**src/rtl/pc_seq_pkg.sv**
```systemverilog
package pc_seq_pkg;

    localparam int ADDR_W   = 32;
    localparam int INSTR_W  = 32;
    localparam int IMM_W    = 16;
    localparam int TGT_W    = 26;
    localparam int STEP     = 4;
    localparam int ALIGN_W  = 2;
    localparam int REGION_W = ADDR_W - TGT_W - ALIGN_W;

    typedef logic [ADDR_W-1:0] addr_t;

    typedef enum logic [1:0] {
        NX_SEQ    = 2'd0,
        NX_BRANCH = 2'd1,
        NX_JUMP   = 2'd2
    } nx_sel_e;

    typedef struct packed {
        addr_t seq;
        addr_t branch;
        addr_t jump;
    } nx_cand_t;

    function automatic addr_t scaled_offset(input logic [IMM_W-1:0] imm);
        addr_t ext;
        ext = addr_t'({{(ADDR_W-IMM_W){imm[IMM_W-1]}}, imm});
        return ext << ALIGN_W;
    endfunction

    function automatic addr_t region_target(input addr_t seq_pc,
                                            input logic [TGT_W-1:0] tgt);
        return {seq_pc[ADDR_W-1 -: REGION_W], tgt, {ALIGN_W{1'b0}}};
    endfunction

endpackage

```
**src/rtl/pc_target_gen.sv**
```systemverilog
module pc_target_gen
    import pc_seq_pkg::*;
(
    input  addr_t               pc_cur,
    input  logic [INSTR_W-1:0]  instr,
    output nx_cand_t            cand
);
    addr_t seq_w;

    always_comb begin
        seq_w       = pc_cur + addr_t'(STEP);
        cand.seq    = seq_w;
        cand.branch = seq_w + scaled_offset(instr[IMM_W-1:0]);
        cand.jump   = region_target(seq_w, instr[TGT_W-1:0]);
    end
endmodule

```
**src/rtl/pc_sel_logic.sv**
```systemverilog
module pc_sel_logic
    import pc_seq_pkg::*;
(
    input  logic     br_req,
    input  logic     jmp_req,
    input  logic     alu_zero,
    input  nx_cand_t cand,
    output nx_sel_e  sel,
    output addr_t    pc_next
);
    addr_t stage1;

    always_comb begin
        // first mux: branch vs sequential
        stage1 = (br_req && alu_zero) ? cand.branch : cand.seq;
        // second mux: jump overrides
        pc_next = jmp_req ? cand.jump : stage1;
        if (jmp_req)                 sel = NX_JUMP;
        else if (br_req && alu_zero) sel = NX_BRANCH;
        else                         sel = NX_SEQ;
    end
endmodule

```
**src/rtl/pc_seq_unit.sv**
```systemverilog
module pc_seq_unit
    import pc_seq_pkg::*;
(
    input  logic        clk,
    input  logic        rst,
    input  logic [31:0] instr_word,
    input  logic        br_req,
    input  logic        jmp_req,
    input  logic        alu_zero,
    output logic [31:0] pc_q
);
    addr_t    pc_r;
    addr_t    pc_nx;
    nx_cand_t cand;
    nx_sel_e  sel;

    pc_target_gen u_tgt (
        .pc_cur (pc_r),
        .instr  (instr_word),
        .cand   (cand)
    );

    pc_sel_logic u_sel (
        .br_req   (br_req),
        .jmp_req  (jmp_req),
        .alu_zero (alu_zero),
        .cand     (cand),
        .sel      (sel),
        .pc_next  (pc_nx)
    );

    always_ff @(posedge clk) begin
        if (rst) pc_r <= '0;
        else     pc_r <= pc_nx;
    end

    assign pc_q = pc_r;
endmodule

```
**config.mk**
```make
export PLATFORM = sky130hd
export DESIGN_NAME = pc_seq_unit
export DESIGN_NICKNAME = d
export VERILOG_FILES = /design/src/rtl/pc_seq_pkg.sv /design/src/rtl/pc_target_gen.sv /design/src/rtl/pc_sel_logic.sv /design/src/rtl/pc_seq_unit.sv
export SDC_FILE = /design/constraint.sdc
export NUM_CORES = 1
export LEC_CHECK = 0
export ABC_AREA = 1
export BUFFER_PORTS_ARGS = -buffer_cell sky130_fd_sc_hd__buf_4
export CORE_UTILIZATION = 60
export DETAILED_ROUTE_END_ITERATION = 8
export PLACE_DENSITY = 0.81
export REMOVE_ABC_BUFFERS = 1
export SLEW_MARGIN = 20
export SYNTH_ARGS = -nofsm -noshare
export SYNTH_HDL_FRONTEND = slang
export SYNTH_HIERARCHICAL = 1
export SYNTH_SLANG_ARGS = --single-unit
```
**constraint.sdc**
```tcl
create_clock -name clk -period 3.8 [get_ports clk]
set_input_delay 0.38 -clock clk [delete_from_list [all_inputs] [get_ports clk]]
set_output_delay 0.38 -clock clk [all_outputs]
set_load 0.1 [all_outputs]
```
Word-level counts from Yosys, hierarchy flattened
Index checks and enable logic that the tools add are counted.
{"block": "op_classes", "reduce_logical": 2, "mux": 2, "add_sub_neg": 2}
{"operator": "$mux 32", "count": 2}
{"operator": "$add 32x3->32 const B", "count": 1}
{"operator": "$add 32x32->32", "count": 1}
{"operator": "$reduce_or 2->1", "count": 1}
{"operator": "$logic_and 1x1->1", "count": 1}
{"block": "word_totals", "inputBits": 37, "register_bits": 32, "output_inout_bits": 32, "word_cells": 8}

Logic depth before layout (Yosys ltp)
{"block": "depth", "word_depth": 4, "ltp_mapped": 27, "depth_no_buf": 27}

Hierarchy
Netlist, hierarchy kept.
{"mod": "pc_target_gen", "seq_area_each_um2": 0.0, "area_each_um2": 3118.0, "instances": 1, "cells_per_inst": 589}
{"mod": "pc_sel_logic", "seq_area_each_um2": 0.0, "area_each_um2": 1068.5, "instances": 1, "cells_per_inst": 246}
{"mod": "pc_seq_unit", "seq_area_each_um2": 640.6, "area_each_um2": 914.6, "instances": 1, "cells_per_inst": 99}

Worst setup path before layout
OpenSTA, ideal clock, no wires.
{"block": "synth_timing", "path_type": "register to register", "start": "register pc_r[2] (netlist: pc_q[2])", "end": "register pc_r[31] (netlist: pc_q[31])", "path_stages_with_launch": 27, "arrival_ns": 3.410, "slack_ns": 0.326, "setup_time_ns": 0.064, "period_less_slack_ns": 3.474, "required_time_ns": 3.736, "n_path_buf": 0, "cell_sequence": "dfxtp_1 > ha_1 > inv_1 > nor2_4 > nand2_2 > nor2_2 > nand4_1 > nor2_1 > xor2_1 > inv_1 > ha_1 > inv_1 > nor3_1 > nand2_1 > inv_1 > nand2_1 > nand2_1 > inv_1 > nand2_1 > nand2_1 > nand2_1 > inv_1 > nand3_1 > nand3_1 > nand2_1 > inv_1 > nor2_1"}
{"element": "start: declaration", "line": "pc_seq_unit.sv:12", "rtl": "addr_t pc_r;"}
{"element": "start signal: assignment", "line": "pc_seq_unit.sv:34", "rtl": "else pc_r <= pc_nx;"}

==> impl_metrics.csv <==
group,metric,value,unit
die,ios,69,
timing,setup_viol,0,
critical_path,worstPathRequired,3.97,ns
global_route,grt_first_pass_wirelength,23.1,mm
critical_path,worstReg2RegStart,"pc_q[2]",
pwr,p_per_area,290,nW/um^2
global_route,grt_start_max_net_pins,34,
global_route,grt.total_usage,33.6,%
layout,fin_nets,1017,
die,num_rows,33,
detailed_routing,wirelength,14.0,mm
cts,clock_sinks,32,
die,fp.dieH,94.1,microns
global_route,antenna_found_initial,0,
cts,clk_path_buf_depth,2,
layout,drive_gt1_share,12.5,%
timing,finalHoldViolCount,0,
yosys,synth_area,5090,sq um
cts,clk_pin_slew,0.08,ns
timing,fin_crit_sh,89.6,%
pwr,ir_worst_vdd,255,uV
layout,largest_reg_flops,32,
hold_path,hold_depth,5,
die,core,8220,sq um
cts,cts_setup_buffers,0,
cts,cts_buffers,5,
die,dieArea,8860,sq um
place,pre_cts_ws,0.523,ns
detailed_routing,vias,5384,
detailed_routing,ant_nets,0,
global_route,first_global_vias,4829,
timing,setup_ws,0.394,ns
place,gp_congestion,1.00,
critical_path,critPathArrivalTime,3.58,ns
die,die_w,94.1,microns
pwr,p_leak,3.32,nW
detailed_routing,routedWlPerCell,13.3,microns
cts,cts_tree,"yes",
run_status,status,"finished clean",
cts,clock_latency,0.29,ns
yosys,syn_area_per_cell,5.46,sq um
place,placement.io_buffers,62,
detailed_routing,first_pass_iters,5,
layout,antenna_cells,0,
global_route,grt-ovfl-total,0,
layout,fin_util,65.7,%
critical_path,cp_max_fo,5,
place,dp.cells,1044,
cts,cts_root_buf,"clkbuf_8",
timing,finalClockSkew,0.00612,ns
timing,rsz0062_at_grt,"false",
timing,worst_pin_slew,0.659,ns
hold_path,hold_class,"in -> reg",
hold_path,min_from,"instr_word[20]",
timing,slew_viol_final,0,
timing,relSlewSlack,56.0,%
detailed_routing,vias_per_cell,5.12,
timing,fin_setup_tns,0,ns
critical_path,endpoint_kind,"flop",
detailed_routing,drc,0,
detailed_routing,first_iter_violations,492,
critical_path,worst_r2r_path_depth,22,
yosys,yosys_warnings,6,
critical_path,reg2reg_to,"pc_q[28]",
yosys,syn_inst,932,
pwr,totalPowerFinal,0.00156,W
cts,cts-resized-gates,0,
critical_path,r2r_slack,0.39,ns
flow_run,cap_violations,0,
die,start_util,61.9,%
timing,timing.fmax,294,MHz
critical_path,critPathLaunchType,"flop",
critical_path,path_class,"reg -> reg",
timing,final.min_clock_period,3.41,ns
layout,final_cells,1052,
hold_path,hold_end,"pc_q[22]",
cts,cts_hold_buf,0,
place,post-dp-hpwl,10.7,mm
cts,htree_levels,2,
layout,area_growth,6.07,%
## metrics by stage
stage          area [sq um]  hold WS (ns)
2_1_floorplan          4670         0.451
5_1_grt                5400         0.415
3_3_place_gp           5270         0.630
4_1_cts                5400         0.388
3_5_place_dp           5270         0.636
6_report               5400         0.385
## cell type report
class	count	area, sq um
Multi-Input combinational cell	651	3300
Fill cell	840	2820
Inverter	193	724
Sequential cell	32	641
Timing Repair Buffer	63	473
Tap cell	105	131
Clock buffer	7	96.3
Clock inverter	1	30.0
## routing by layer
| metal | GRT usage, % | up-vias | routed length, microns |
|---|---|---|---|
| li1 | - | 2807 | - |
| met1 | 48.5 | 2314 | 6600 |
| met2 | 52.2 | 238 | 5890 |
| met3 | 3.96 | 25 | 1230 |
| met4 | 8.59 | 0 | 245 |
| met5 | 0 | - | 0 |
## power breakdown
part / switching, W / internal (W)
clock network: 0.000142 / 0.000232
registers: 0.0000365 / 0.000360
logic: 0.000559 / 0.000235
## placed cells by master (no fill, tap or decap)
cell and instances:
nand2_1 308, inv_1 161, nand3_1 94, nor2_1 82, buf_4 63, ha_1 33, dfxtp_1 32, inv_2 31
xor2_1 27, a21oi_1 26, xnor2_1 15, nand4_1 13, nor3_1 13, clkbuf_8 7, o21bai_1 6, nand2_2 5
nor2_2 4, nor4_1 4, nand3b_1 3, o21ai_0 3, nand2_4 2, nor2_4 2, o21a_1 2, conb_1 2
bufinv_16 1, clkinv_1 1, nor3_2 1, nor2_8 1, nand3_2 1, or2_1 1, a21o_1 1, and2_1 1
fa_1 1
## how the worst max path moves through the flow
stage | start | end | depth (start not counted) | slack, ns
4_1_cts | pc_q[11] | pc_q[28] | 23 | 0.47
3_5_place_dp | pc_q[2] | pc_q[28] | 22 | 0.52
5_1_grt | pc_q[12] | pc_q[24] | 23 | 0.06
6_report | pc_q[2] | pc_q[28] | 22 | 0.39
2_1_floorplan | pc_q[2] | pc_q[31] | 26 | 0.30
3_3_place_gp | pc_q[11] | pc_q[28] | 23 | 0.55
## critical path, cell delays in order, from the launching register on
cell	delay (ns)
dfxtp_1	0.42
ha_1	0.19
inv_1	0.06
nor3_2	0.27
nand2_1	0.11
nor2_2	0.17
nand2_1	0.09
xnor2_1	0.37
ha_1	0.36
nand2_1	0.16
inv_1	0.06
nand2_1	0.12
nor3_1	0.07
a21oi_1	0.27
nand2_1	0.08
nand2_1	0.07
nand2_1	0.04
inv_1	0.05
nand3_1	0.08
nand3_1	0.10
nand2_1	0.06
inv_1	0.05
nor2_1	0.03
(Power assumes the default switching activity.)
